`src/rtl/dma2d_pkg.sv`:
```
package dma2d_pkg;
  typedef enum logic [0:0] {ST_IDLE = 1'b0, ST_RUN = 1'b1} walk_state_t;
endpackage

```
`src/rtl/dma2d_cfg_hold.sv`:
```
module dma2d_cfg_hold #(
  parameter int AW = 16,
  parameter int LW = 8
) (
  input  logic          clk,
  input  logic          rst_n,
  input  logic          load,
  input  logic [AW-1:0] in_base,
  input  logic [LW-1:0] in_xlen,
  input  logic [LW-1:0] in_ylen,
  input  logic [LW-1:0] in_pitch,
  output logic [LW-1:0] xlen_q,
  output logic [LW-1:0] ylen_q,
  output logic [LW-1:0] pitch_q
);
  // base is consumed directly by the line accumulator at load time
  logic [AW-1:0] unused_base;
  assign unused_base = in_base;

  always_ff @(posedge clk or negedge rst_n) begin
    if (!rst_n) begin
      xlen_q  <= '0;
      ylen_q  <= '0;
      pitch_q <= '0;
    end else if (load) begin
      xlen_q  <= in_xlen;
      ylen_q  <= in_ylen;
      pitch_q <= in_pitch;
    end
  end
endmodule

```
`src/rtl/dma2d_step_cnt.sv`:
```
module dma2d_step_cnt #(
  parameter int W = 8
) (
  input  logic         clk,
  input  logic         rst_n,
  input  logic         clr,
  input  logic         inc,
  input  logic [W-1:0] lim,
  output logic [W-1:0] cnt,
  output logic         at_lim
);
  assign at_lim = (cnt == lim);

  always_ff @(posedge clk or negedge rst_n) begin
    if (!rst_n)       cnt <= '0;
    else if (clr)     cnt <= '0;
    else if (inc)     cnt <= at_lim ? '0 : cnt + W'(1);
  end
endmodule

```
`src/rtl/dma2d_line_acc.sv`:
```
module dma2d_line_acc #(
  parameter int AW = 16,
  parameter int LW = 8
) (
  input  logic          clk,
  input  logic          rst_n,
  input  logic          load,
  input  logic [AW-1:0] load_base,
  input  logic          next_line,
  input  logic [LW-1:0] pitch,
  input  logic [LW-1:0] col,
  output logic [AW-1:0] addr
);
  localparam int PAD = AW - LW;
  logic [AW-1:0] line_base;

  always_ff @(posedge clk or negedge rst_n) begin
    if (!rst_n)         line_base <= '0;
    else if (load)      line_base <= load_base;
    else if (next_line) line_base <= line_base + {{PAD{1'b0}}, pitch};
  end

  assign addr = line_base + {{PAD{1'b0}}, col};
endmodule

```
`src/rtl/dma2d_addr_gen.sv`:
```
module dma2d_addr_gen
  import dma2d_pkg::*;
#(
  parameter int AW = 16,
  parameter int LW = 8
) (
  input  logic          clk,
  input  logic          rst_n,
  input  logic [AW-1:0] cfg_base,
  input  logic [LW-1:0] cfg_xlen,
  input  logic [LW-1:0] cfg_ylen,
  input  logic [LW-1:0] cfg_pitch,
  input  logic          cmd_start,
  input  logic          cmd_stop,
  output logic          req_valid,
  input  logic          req_ready,
  output logic [AW-1:0] req_addr,
  output logic          busy,
  output logic          done
);
  walk_state_t   state_q;
  logic          load, accept, col_last, row_last, finish;
  logic [LW-1:0] xlen_q, ylen_q, pitch_q, col, row, col_lim;

  assign load    = (state_q == ST_IDLE) && cmd_start && !cmd_stop;
  assign accept  = (state_q == ST_RUN) && req_ready;
  assign col_lim = xlen_q - LW'(1);
  assign finish  = accept && col_last && row_last;

  dma2d_cfg_hold #(.AW(AW), .LW(LW)) u_cfg (
    .clk(clk), .rst_n(rst_n), .load(load),
    .in_base(cfg_base), .in_xlen(cfg_xlen), .in_ylen(cfg_ylen), .in_pitch(cfg_pitch),
    .xlen_q(xlen_q), .ylen_q(ylen_q), .pitch_q(pitch_q)
  );

  dma2d_step_cnt #(.W(LW)) u_col (
    .clk(clk), .rst_n(rst_n), .clr(load), .inc(accept),
    .lim(col_lim), .cnt(col), .at_lim(col_last)
  );

  dma2d_step_cnt #(.W(LW)) u_row (
    .clk(clk), .rst_n(rst_n), .clr(load), .inc(accept && col_last),
    .lim(ylen_q), .cnt(row), .at_lim(row_last)
  );

  dma2d_line_acc #(.AW(AW), .LW(LW)) u_acc (
    .clk(clk), .rst_n(rst_n), .load(load), .load_base(cfg_base),
    .next_line(accept && col_last), .pitch(pitch_q), .col(col), .addr(req_addr)
  );

  always_ff @(posedge clk or negedge rst_n) begin
    if (!rst_n) begin
      state_q <= ST_IDLE;
      done    <= 1'b0;
    end else begin
      done <= 1'b0;
      if (cmd_stop) begin
        state_q <= ST_IDLE;
      end else if (load) begin
        if (cfg_xlen == '0) done <= 1'b1;
        else                state_q <= ST_RUN;
      end else if (finish) begin
        state_q <= ST_IDLE;
        done    <= 1'b1;
      end
    end
  end

  assign busy      = (state_q == ST_RUN);
  assign req_valid = busy;
endmodule

```
`config.mk`:
```
export PLATFORM = sky130hd
export DESIGN_NAME = dma2d_addr_gen
export DESIGN_NICKNAME = d
export VERILOG_FILES = /design/src/rtl/dma2d_pkg.sv /design/src/rtl/dma2d_cfg_hold.sv /design/src/rtl/dma2d_step_cnt.sv /design/src/rtl/dma2d_line_acc.sv /design/src/rtl/dma2d_addr_gen.sv
export SDC_FILE = /design/constraint.sdc
export NUM_CORES = 1
export LEC_CHECK = 0
export CORE_UTILIZATION = 54
export DETAILED_ROUTE_END_ITERATION = 8
export PLACE_DENSITY = 0.81
export SYNTH_ARGS = -nofsm -noshare
export SYNTH_HDL_FRONTEND = slang
export SYNTH_SLANG_ARGS = --single-unit
```
`constraint.sdc`:
```
create_clock -name clk -period 3.5 [get_ports clk]
set_input_delay 0.525 -clock clk [delete_from_list [all_inputs] [get_ports clk]]
set_output_delay 0.525 -clock clk [all_outputs]
set_load 0.05 [all_outputs]
```
==> run_results.csv <==
group,metric,value,unit
timing,setup_violations,0,
global_routing,grt_max_degree,47,
timing,worst_pin_slew,0.8741,ns
power,p_total,0.002435,W
finish,drive_above_1_share,7.737,%
drt,ant_nets,0,
synthesis,synthCells,448,
drt,route.detailed.drc,0,
floorplanning,start_util,56.01,%
timing,finalCritPeriodShare,94.72,%
timing,fmax,301.6,MHz
floorplanning,die_h,86.18,um
synthesis,ys_ff_latch,58,
worst_setup_path,max_stage_delay,0.83,ns
synthesis,yosys_warnings,0,
global_routing,antenna_found_initial,0,
drt,vias,3510,
placed_design,gp_congestion,0.9009,
worst_setup_path,path_cells,"ha_1 > a21oi_1 > o21ai_0 > o21a_1 > nor2_1 > xnor2_1 > clkdlybuf4s50_1",
synthesis,postSynthAreaPerCell,8.541,um^2
timing,skew,0.007846,ns
power,p_int,0.001452,W
worst_setup_path,reg2reg_to,"u_acc.line_base[15]",
worst_setup_path,critPathLaunch,"u_col.cnt[1]",
worst_setup_path,crit_type,"reg2out",
worst_setup_path,critical_path.endpoint,"req_addr[5]",
worst_setup_path,critPathRequiredTime,2.97,ns
timing,slew_headroom,41.73,%
worst_setup_path,ff2ff_setup_slack,0.32,ns
worst_setup_path,critPathBufInv,1,
timing,period_needed,3.315,ns
floorplanning,rows,30,
clock_tree,postCtsSetupBuffers,0,
synthesis,synthArstFlopShare,100.0,%
global_routing,grt_first_pass_wirelength,15550,um
hold_path,worstHoldPathType,"in2async",
timing,setup_ws,0.1848,ns
drt,drt_wl_total,9331,um
finish,layout.area.seq,1451,um^2
synthesis,synth_area,3826,um^2
global_routing,grt_overflow,0,
worst_setup_path,r2r_cells,8,
synthesis,ys_seq_area_share,37.93,%
timing,fin_hold_ws,0.3042,ns
floorplanning,ioPinCount,64,
job,drv_cap,0,
finish,diodes,0,
power,p_sw,0.0009833,W
power,power_frac_clock,22.1,%
clock_tree,clk_pin_slew_worst_paths,0.07,ns
drt,wl_per_cell,15.22,um
placed_design,port_buffers,63,
placed_design,dp_slack,0.3601,ns
power,pwr-share-comb,42.0,%
synthesis,synth_nets,514,
worst_setup_path,cp.depth,7,
worst_setup_path,crit_path_top_delay_cell,"clkdlybuf4s50_1",
clock_tree,numCtsBuffers,9,
worst_setup_path,crit_family,"buffers and inverters",
floorplanning,die_w,86.18,um
finish,multi_input_area,2261,um^2
global_routing,grt_pass1_vias,3398,
finish,syn_to_final_growth,24.23,%
drt,vias_per_cell,5.726,
clock_tree,tritoncts,"built",
power,seqPwrFrac,35.9,%
worst_setup_path,end_kind,"output port",
synthesis,synth_cell_type_count,54,
drt,drt_iter0_drc,204,
clock_tree,cts.sinks,58,
finish,fin_nets,578,
power,swShare,40.38,%
global_routing,grt.total_usage,26.83,%
worst_setup_path,reg2reg_from,"u_cfg.xlen_q[0]",
finish,fill_cells,573,
power,cellLeakagePower,2.064,nW
clock_tree,clock_latency,0.34,ns
synthesis,ys.flop_type,"dfrtp_1",
power,p_per_area,512.3,nW/um^2
drt,first_pass_iters,5,
run_status,status,"complete, no violations",
timing,drv_slew,0,
timing,final_hold_viol_count,0,
worst_setup_path,start_kind,"flop",
worst_setup_path,path_max_fanout,7,
floorplanning,dieArea,7426,um^2
power,vdd_ir_drop_max,0.2658,mV
clock_tree,clk_path_buf_depth,2,
placed_design,dp_hpwl,6838,um
clock_tree,root_buffer,"clkbuf_8",
clock_tree,h-tree-depth,3,
synthesis,synth_edf_count,0,
floorplanning,core,6832,um^2
worst_setup_path,arrival,2.79,ns
==> layer usage <==
metal	track usage [%]	up-vias	wire [um]
met5	0	-	0
met4	8.788	0	134
met3	5.238	15	425
met2	44.08	98	4519
met1	35.78	1678	4251
li1	-	1719	-
==> power groups by stage <==
stage / sequential, W / combinational, W / clock [W]
after floorplan: 0.000844 / 0.000734 / 0
after global placement: 0.000877 / 0.000989 / 0
after detailed placement: 0.000884 / 0.00102 / 0
after CTS: 0.000872 / 0.00102 / 0.000546
after global routing: 0.000887 / 0.00111 / 0.000578
final: 0.000874 / 0.00102 / 0.000538
==> kinds of logic (layout without fill, tap and decap cells) <==
family / count (synthesis) / count (layout) / share of synthesized area [%]
AND/OR/NAND/NOR: 206 / 206 / 25.34
adder cells (fa/ha/maj): 21 / 21 / 7.260
flip-flops: 58 / 58 / 37.93
buffers and inverters: 33 / 102 / 3.401
XOR/XNOR: 39 / 39 / 8.927
AO/OA/AOI/OAI: 87 / 87 / 16.09
multiplexers: 4 / 4 / 1.046
==> how the worst min path moves through the flow <==
stage                startpoint             endpoint  slack [ns]  cells after the start
2_1_floorplan             rst_n                 busy        0.23                      0
3_3_place_gp   u_cfg.pitch_q[6]     u_cfg.pitch_q[6]        0.47                      2
3_5_place_dp   u_cfg.pitch_q[6]     u_cfg.pitch_q[6]        0.47                      2
4_1_cts                   rst_n  u_acc.line_base[12]        0.32                      1
5_1_grt                   rst_n  u_acc.line_base[12]        0.37                      1
6_report                  rst_n  u_acc.line_base[11]        0.30                      1
==> cell usage after synthesis, drive strengths merged, types with 2 or more instances <==
cell	n	area (um^2)
dfrtp	58	1451
and2	3	18.77
nand4	4	25.02
a22o	8	70.07
nand3	21	105.1
or3	4	25.02
a211oi	6	50.05
mux2i	4	40.04
buf	6	28.78
inv	15	56.30
or2	4	25.02
nor3	11	55.05
or3b	2	17.52
fa	2	40.04
a31oi	12	75.07
nor4	4	25.02
a21oi	8	40.04
and3	8	50.05
nor3b	3	22.52
xor2	12	105.1
a2111oi	2	20.02
o311ai	2	17.52
a21o	4	30.03
nand2b	3	18.77
or4	8	60.06
nor2	29	108.9
o22ai	6	37.54
clkbuf	12	45.04
o21ai	17	85.08
o2111ai	2	17.52
nand3b	2	15.01
o211ai	3	22.52
ha	19	237.7
nor2b	9	56.30
xnor2	27	236.5
o31ai	7	52.55
nand2	91	341.6
==> cell type report <==
| class | instances | area share [%] |
|---|---|---|
| multi-input cells | 357 | 47.57 |
| clock inverters | 3 | 0.3159 |
| well taps | 96 | 2.527 |
| inverters | 15 | 1.185 |
| repair buffers | 71 | 14.74 |
| flip-flops and latches | 58 | 30.53 |
| clock buffers | 13 | 3.132 |
==> registers in the layout, summed over array words and instances (netlist names) <==
signal           cells
u_cfg.pitch_q        8
u_cfg.ylen_q         8
u_col.cnt            8
u_row.cnt            8
busy                 1
done                 1
u_cfg.xlen_q         8
u_acc.line_base     16
==> metrics by stage <==
stage | utilization (%) | TNS (ns) | std cells | instance area, um^2
after CTS | 69.49 | 0 | 613 | 4747
after global placement | 67.12 | 0 | 597 | 4586
after detailed placement | 67.12 | 0 | 597 | 4586
after floorplan | - | 0 | 448 | 3826
final | 69.58 | 0 | 613 | 4753
after global routing | 69.58 | -0.009716 | 613 | 4753
==> placed cells by master, fill, tap and decap left out, types with 13 or more instances in the layout <==
cell type        synthesis  layout
clkdlybuf4s50_1          0      52
xnor2_1                 27      27
nand3_1                 21      21
buf_4                    1      13
inv_1                   15      15
o21ai_0                 16      16
nand2_1                 91      91
ha_1                    19      19
dfrtp_1                 58      58
nor2_1                  29      29
==> what timing repair did <==
action,in CTS,in global routing
gates cloned,0,0
hold endpoints to repair,0,0
setup endpoints to repair,2,2
hold buffers,0,0
gates resized for setup,2,1
Note: power is estimated with default switching activity, not from simulation.
